## config.mk

```make
export PLATFORM = sky130hd
export DESIGN_NAME = lpm_clk_ctrl
export DESIGN_NICKNAME = d
export VERILOG_FILES = /design/src/rtl/lpm_pkg.sv /design/src/rtl/lpm_irq_arb.sv /design/src/rtl/lpm_sr_stack.sv /design/src/rtl/lpm_mode_decode.sv /design/src/rtl/lpm_clk_ctrl.sv
export SDC_FILE = /design/constraint.sdc
export NUM_CORES = 1
export LEC_CHECK = 0
export ABC_CLOCK_PERIOD_IN_PS = 4940
export BUFFER_PORTS_ARGS = -buffer_cell sky130_fd_sc_hd__buf_2
export CAP_MARGIN = 20
export CORE_UTILIZATION = 40
export CTS_CLUSTER_DIAMETER = 120
export DETAILED_ROUTE_END_ITERATION = 10
export HOLD_SLACK_MARGIN = 0.12
export PLACE_DENSITY_LB_ADDON = 0.05
export SKIP_LAST_GASP = 1
export SLEW_MARGIN = 0
export SYNTH_ARGS = -nofsm -noshare
export SYNTH_HDL_FRONTEND = slang
export SYNTH_HIERARCHICAL = 1
export SYNTH_SLANG_ARGS = --single-unit
```

## constraint.sdc

```tcl
create_clock -name clk -period 4.94 [get_ports clk]
set_clock_uncertainty 0.05 [all_clocks]
set_input_delay 0.247 -clock clk [delete_from_list [all_inputs] [get_ports clk]]
set_output_delay 0.247 -clock clk [all_outputs]
set_load 0.01 [all_outputs]
```

## src/rtl/lpm_pkg.sv

```systemverilog
package lpm_pkg;

  // status word bit positions decoded by this block
  localparam int BIT_IRQ_ON    = 3;
  localparam int BIT_CORE_OFF  = 4;
  localparam int BIT_OSC_OFF   = 5;
  localparam int BIT_GEN0_OFF  = 6;
  localparam int BIT_GEN1_OFF  = 7;

  typedef enum logic [2:0] {
    MODE_RUN  = 3'd0,
    MODE_LP0  = 3'd1,
    MODE_LP1  = 3'd2,
    MODE_LP2  = 3'd3,
    MODE_LP3  = 3'd4,
    MODE_LP4  = 3'd5
  } lpm_mode_e;

  typedef struct packed {
    logic      halt;
    logic      mclk;
    logic      smclk;
    logic      aclk;
    logic      dco_off;
    lpm_mode_e mode;
  } clk_state_t;

endpackage

```

## src/rtl/lpm_irq_arb.sv

```systemverilog
module lpm_irq_arb #(
  parameter int N_IRQ = 8,
  parameter int IDW   = $clog2(N_IRQ)
) (
  input  logic [N_IRQ-1:0] req,
  input  logic [N_IRQ-1:0] en,
  output logic             any,
  output logic [IDW-1:0]   id
);

  logic [N_IRQ-1:0] pend;
  logic [N_IRQ:0]   seen;
  logic [N_IRQ-1:0] grant;

  assign pend    = req & en;
  assign seen[0] = 1'b0;

  // lowest index wins: a grant needs no pending source below it
  genvar g;
  generate
    for (g = 0; g < N_IRQ; g++) begin : g_chain
      assign seen[g+1] = seen[g] | pend[g];
      assign grant[g]  = pend[g] & ~seen[g];
    end
  endgenerate

  assign any = seen[N_IRQ];

  always_comb begin
    id = '0;
    for (int i = 0; i < N_IRQ; i++) begin
      if (grant[i]) id = IDW'(i);
    end
  end

endmodule

```

## src/rtl/lpm_sr_stack.sv

```systemverilog
module lpm_sr_stack #(
  parameter int SR_W  = 16,
  parameter int DEPTH = 4,
  parameter int LW    = $clog2(DEPTH + 1)
) (
  input  logic            clk,
  input  logic            rst,
  input  logic            push,
  input  logic [SR_W-1:0] push_data,
  input  logic            pop,
  input  logic            bic,
  input  logic [SR_W-1:0] bic_mask,
  output logic [SR_W-1:0] top,
  output logic [LW-1:0]   level,
  output logic            full,
  output logic            empty
);

  localparam int AW = (DEPTH > 1) ? $clog2(DEPTH) : 1;

  logic [SR_W-1:0] mem [DEPTH];
  logic [LW-1:0]   top_lvl;
  logic [AW-1:0]   top_idx;
  logic [AW-1:0]   wr_idx;
  logic [SR_W-1:0] wr_data;
  logic            wr_en;

  assign top_lvl = level - LW'(1);
  assign top_idx = top_lvl[AW-1:0];
  assign full    = (level == LW'(DEPTH));
  assign empty   = (level == '0);
  assign top     = empty ? '0 : mem[top_idx];

  // single write port: push writes the free slot, clear rewrites the top
  always_comb begin
    wr_en   = 1'b0;
    wr_idx  = top_idx;
    wr_data = '0;
    if (push && !full) begin
      wr_en   = 1'b1;
      wr_idx  = level[AW-1:0];
      wr_data = push_data;
    end else if (bic && !empty) begin
      wr_en   = 1'b1;
      wr_idx  = top_idx;
      wr_data = mem[top_idx] & ~bic_mask;
    end
  end

  always_ff @(posedge clk) begin
    if (wr_en) mem[wr_idx] <= wr_data;
  end

  always_ff @(posedge clk) begin
    if (rst) begin
      level <= '0;
    end else if (push && !full) begin
      level <= level + LW'(1);
    end else if (pop && !empty) begin
      level <= level - LW'(1);
    end
  end

endmodule

```

## src/rtl/lpm_mode_decode.sv

```systemverilog
module lpm_mode_decode
  import lpm_pkg::*;
(
  input  logic       core_off,
  input  logic       osc_off,
  input  logic       gen0_off,
  input  logic       gen1_off,
  output clk_state_t st
);

  always_comb begin
    st.halt    = core_off;
    st.mclk    = ~core_off;
    st.smclk   = ~gen1_off;
    st.aclk    = ~osc_off;
    st.dco_off = gen0_off & gen1_off & core_off;
    if (!core_off) begin
      st.mode = MODE_RUN;
    end else if (osc_off) begin
      st.mode = MODE_LP4;
    end else begin
      unique case ({gen1_off, gen0_off})
        2'b00:   st.mode = MODE_LP0;
        2'b01:   st.mode = MODE_LP1;
        2'b10:   st.mode = MODE_LP2;
        default: st.mode = MODE_LP3;
      endcase
    end
  end

endmodule

```

## src/rtl/lpm_clk_ctrl.sv

```systemverilog
module lpm_clk_ctrl
  import lpm_pkg::*;
#(
  parameter int SR_W      = 16,
  parameter int N_IRQ     = 8,
  parameter int STK_DEPTH = 4
) (
  input  logic                     clk,
  input  logic                     rst,
  input  logic                     sr_wr_en,
  input  logic [SR_W-1:0]          sr_wr_data,
  input  logic [N_IRQ-1:0]         irq_req,
  input  logic [N_IRQ-1:0]         irq_en,
  input  logic                     reti,
  input  logic                     stk_bic_en,
  input  logic [SR_W-1:0]          stk_bic_mask,
  output logic [SR_W-1:0]          sr_q,
  output logic [SR_W-1:0]          stk_top,
  output logic                     cpu_halt,
  output logic                     mclk_en,
  output logic                     smclk_en,
  output logic                     aclk_en,
  output logic                     dco_off,
  output logic [2:0]               mode_code,
  output logic                     irq_ack,
  output logic [$clog2(N_IRQ)-1:0] irq_id
);

  localparam int IDW = $clog2(N_IRQ);
  localparam int LW  = $clog2(STK_DEPTH + 1);

  // bits cleared on acceptance: enable plus the four power bits
  localparam logic [SR_W-1:0] CLR_MASK =
      (SR_W'(1) << BIT_IRQ_ON)   | (SR_W'(1) << BIT_CORE_OFF) |
      (SR_W'(1) << BIT_OSC_OFF)  | (SR_W'(1) << BIT_GEN0_OFF) |
      (SR_W'(1) << BIT_GEN1_OFF);

  logic             pend_any;
  logic [IDW-1:0]   pend_id;
  logic             stk_full;
  logic             stk_empty;
  logic [LW-1:0]    stk_level;
  logic             accept;
  logic             do_reti;
  logic             do_bic;
  logic             do_wr;
  logic [SR_W-1:0]  sr_nxt;
  clk_state_t       st_nxt;

  lpm_irq_arb #(
    .N_IRQ (N_IRQ),
    .IDW   (IDW)
  ) i_arb (
    .req (irq_req),
    .en  (irq_en),
    .any (pend_any),
    .id  (pend_id)
  );

  // control decisions; a halted core issues no bus cycle
  assign accept  = sr_q[BIT_IRQ_ON] & pend_any & ~stk_full;
  assign do_reti = reti & ~cpu_halt & ~stk_empty & ~accept;
  assign do_bic  = stk_bic_en & ~cpu_halt & ~accept & ~do_reti;
  assign do_wr   = sr_wr_en & ~cpu_halt & ~accept & ~do_reti;

  lpm_sr_stack #(
    .SR_W  (SR_W),
    .DEPTH (STK_DEPTH),
    .LW    (LW)
  ) i_stack (
    .clk       (clk),
    .rst       (rst),
    .push      (accept),
    .push_data (sr_q),
    .pop       (do_reti),
    .bic       (do_bic),
    .bic_mask  (stk_bic_mask),
    .top       (stk_top),
    .level     (stk_level),
    .full      (stk_full),
    .empty     (stk_empty)
  );

  always_comb begin
    sr_nxt = sr_q;
    if (accept)       sr_nxt = sr_q & ~CLR_MASK;
    else if (do_reti) sr_nxt = stk_top;
    else if (do_wr)   sr_nxt = sr_wr_data;
  end

  lpm_mode_decode i_dec (
    .core_off (sr_nxt[BIT_CORE_OFF]),
    .osc_off  (sr_nxt[BIT_OSC_OFF]),
    .gen0_off (sr_nxt[BIT_GEN0_OFF]),
    .gen1_off (sr_nxt[BIT_GEN1_OFF]),
    .st       (st_nxt)
  );

  // status word and every output move on the same source-clock edge
  always_ff @(posedge clk) begin
    if (rst) begin
      sr_q      <= '0;
      cpu_halt  <= 1'b0;
      mclk_en   <= 1'b1;
      smclk_en  <= 1'b1;
      aclk_en   <= 1'b1;
      dco_off   <= 1'b0;
      mode_code <= MODE_RUN;
      irq_ack   <= 1'b0;
      irq_id    <= '0;
    end else begin
      sr_q      <= sr_nxt;
      cpu_halt  <= st_nxt.halt;
      mclk_en   <= st_nxt.mclk;
      smclk_en  <= st_nxt.smclk;
      aclk_en   <= st_nxt.aclk;
      dco_off   <= st_nxt.dco_off;
      mode_code <= st_nxt.mode;
      irq_ack   <= accept;
      if (accept) irq_id <= pend_id;
    end
  end

endmodule

```

==> results.md <==
- Post-synth net total: 406
- Ports: 97
- Slew HR: 31.9%
- NetSw: 0.000528 W
- Flop pwr share: 48.1%
- RSZ-0062 raised after global routing: false
- Clock buffer depth: 2
- CTS buffer count: 9
- Largest net degree at the start of global routing: 28
- Gates resized, CTS repair: 0
- WP data arrival: 3.21 ns
- Slowest cell on crit path: and3b_4
- P_int: 0.00138 W
- Worst-margin pin slew: 1.02 ns
- Gr ovfl total: 0
- Setup total negative slack: 0 ns
- Post-DP HPWL: 7.36 mm
- Layout cells sized above 1: 37.3%
- Max-Cap Viols: 0
- Die X: 109 um
- Htree depth: 3
- Area growth syn-to-layout: 18.7%
- Register area share after synthesis: 56.0%
- Most used DFF post-synth: edfxtp_1
- Max Freq: 312 MHz
- Combinational power share: 17.9%
- Final WL: 11.2 mm
- Net Sw Frac: 27.7%
- Initial antenna violation count: 0
- CORE AREA: 10900 um2
- PortBufs: 96
- Max VDD drop: 0.196 mV
- Syn Inst Count: 344
- Yosys cell types: 53
- Flops & latches, synth: 95
- Post-route ant nets: 0
- Clk Latency, worst-skew pair: 0.35 ns
- Commonest cells after routing, fill and taps aside: 96 x buf_2, 64 x edfxtp_1, 36 x nor2_1
- Post-Syn Area: 4540 um2
- Commonest non-fill, non-tap cell in the layout: buf_2
- Die span in y: 109 um
- Die area: 11800 um2
- # DRC: 0
- Final std cells w/o fill: 585
- RePlAce Congestion: 0.782
- Power Dens Cells: 354 nW/um2
- Most frequent CP cell: inv_1
- DR vias: 3127
- Vias/cell: 5.35
- HP Class: input port to register
- Crit path time final: 3.21 ns
- CP Max Fanout: 18
- Clock network fraction of total power: 34.0%
- Number of global-route vias before repair: 3071
- Tot GR Track Use: 20.7%
- Tcrit/Tclk final: 64.9%
- CTS sink cnt: 95
- Final setup viols: 0
- Starting Density: 41.5%
- Final hold violations: 0
- First-pass GRT wire length: 17.3 mm
- Diodes inserted: 0
- Worst stage delay on the critical path: 0.44 ns
- Status: completed
- LEAKAGE: 2.17 nW
- Setup CP Type: register to register
- Buffer count from post-CTS setup fixing: 0
- Rows: 38
- Worst-path cell chain: inv_1 > ha_1 > nand2_1 > inv_1 > and3b_4 > nand2_1 > inv_1 > buf_4 > a22oi_1 > nor2_1 > buf_4
- Post-CTS Hold Fix Bufs: 0
- Finished Core Util: 49.3%
- Worst setup EP type: register
- Clock Tree Root: clkbuf_16
- CP Data Required Time: 4.94 ns
- Drt wl/cell: 19.1 um
- Placed insts: 569
- TritonCTS clock tree: done
- Async S/R FF share, synth: 0%
- Ys Warns: 6
- Synthesized area per cell: 13.2 um2
- CP startpoint kind: register
- First-pass DRT Iterations: 4
- DR iter-0 viols: 123
- Final Max Slew Viols: 0
- Clk pin slew, worst setup/hold paths: 0.06 ns
- Nets: 502
- EDFF count, synth: 64
-- state kept, by name, summed over array words and instances (netlist names) --
| signal | cells |
|---|---|
| irq_id | 3 |
| aclk_en | 1 |
| mode_code | 3 |
| cpu_halt | 1 |
| i_stack/mem | 64 |
| i_stack/level | 3 |
| smclk_en | 1 |
| mclk_en | 1 |
| irq_ack | 1 |
| dco_off | 1 |
| sr_q | 16 |
-- worst max-delay path, delay by kind of cell (launching register included) --
| family | cells | cell delay, ns |
|---|---|---|
| AO/OA/AOI/OAI | 1 | 0.13 |
| adder cells (fa/ha/maj) | 1 | 0.25 |
| buffers and inverters | 5 | 1.02 |
| flip-flops | 1 | 0.33 |
| AND/OR/NAND/NOR | 4 | 1.10 |
-- cells by family after synthesis --
kind of cell	after synthesis	synth area share, %
compound gates	70	13.3
fa+ha+maj	9	2.48
buf+inv	32	4.27
flops	95	56.0
mux	21	9.93
simple gates	117	14.0
-- power groups by stage --
stage / sequential (W) / combinational [W] / clock (W)
floorplan: 0.000938 / 0.000224 / 0
finish: 0.000917 / 0.000341 / 0.000647
detailed placement: 0.000934 / 0.000345 / 0
global placement: 0.000935 / 0.000345 / 0
CTS: 0.000917 / 0.000347 / 0.000663
global route: 0.000921 / 0.000377 / 0.000699
-- synthesized netlist by cell type (2+ instances only) --
cell       count  area share, %
o22ai_2        2           0.55
or2b_1         2           0.33
clkbuf_1       5           0.41
nand3_1        2           0.22
or3_1         11            1.5
inv_1         11           0.91
mux2_4         2           0.66
a31oi_1        4           0.55
a22o_1        18            3.5
nor2b_1       10            1.4
mux4_2         8            4.0
o21ai_1       10            1.1
a32o_1         3           0.66
a211oi_1       3           0.50
and3_1         3           0.41
buf_2          4           0.44
mux2i_1        3           0.66
dfxtp_1       31             14
a211oi_2      10            2.8
and3b_2        2           0.44
and2_1        17            2.3
a2bb2oi_1      2           0.39
nor2_2        10            1.4
a21oi_1        4           0.44
a21o_1         2           0.33
a22oi_1        3           0.50
ha_1           9            2.5
edfxtp_1      64             42
buf_4          4           0.66
nand2_1       12           0.99
nand2b_1       2           0.28
nor2_1        36            3.0
buf_6          5            1.2
or2_2          4           0.55
mux4_1         8            4.6
-- metal layers --
metal,GRT usage (%),share of wire (%)
met5,0,0
met3,4.46,4.1
met1,26.5,45
met2,33.3,48
met4,10.0,2.7
-- per-stage QoR --
stage	instance area [um2]	worst slack (ns)	power [W]	hold WS [ns]
floorplan	4540	1.56	0.00116	0.266
global placement	5110	1.76	0.00128	0.427
detailed placement	5110	1.70	0.00128	0.431
CTS	5390	1.70	0.00193	0.212
global route	5390	1.37	0.00200	0.251
finish	5390	1.73	0.00191	0.236
-- path summary, 6_finish.rpt --
path | from | endpoint | slack, ns | cells after the start
worst min-delay path | sr_wr_data[3] | sr_q[3] | 0.24 | 4
worst max register to register | i_stack/level[0] | i_stack/mem[3][13] | 1.73 | 11
worst min register to register | i_stack/level[2] | i_stack/level[2] | 0.44 | 1
worst max-delay path | i_stack/level[0] | i_stack/mem[3][13] | 1.73 | 11
-- final cells by class --
type / instances / area, um2
sequential: 95 / 2540
tap: 140 / 175
timing repair buffer: 105 / 548
fill: 1024 / 5550
multi-input combinational: 217 / 1800
clock buffer: 9 / 225
clock inverter: 7 / 48.8
inverter: 12 / 45.0
No activity file was read; power rests on OpenSTA's default activity.
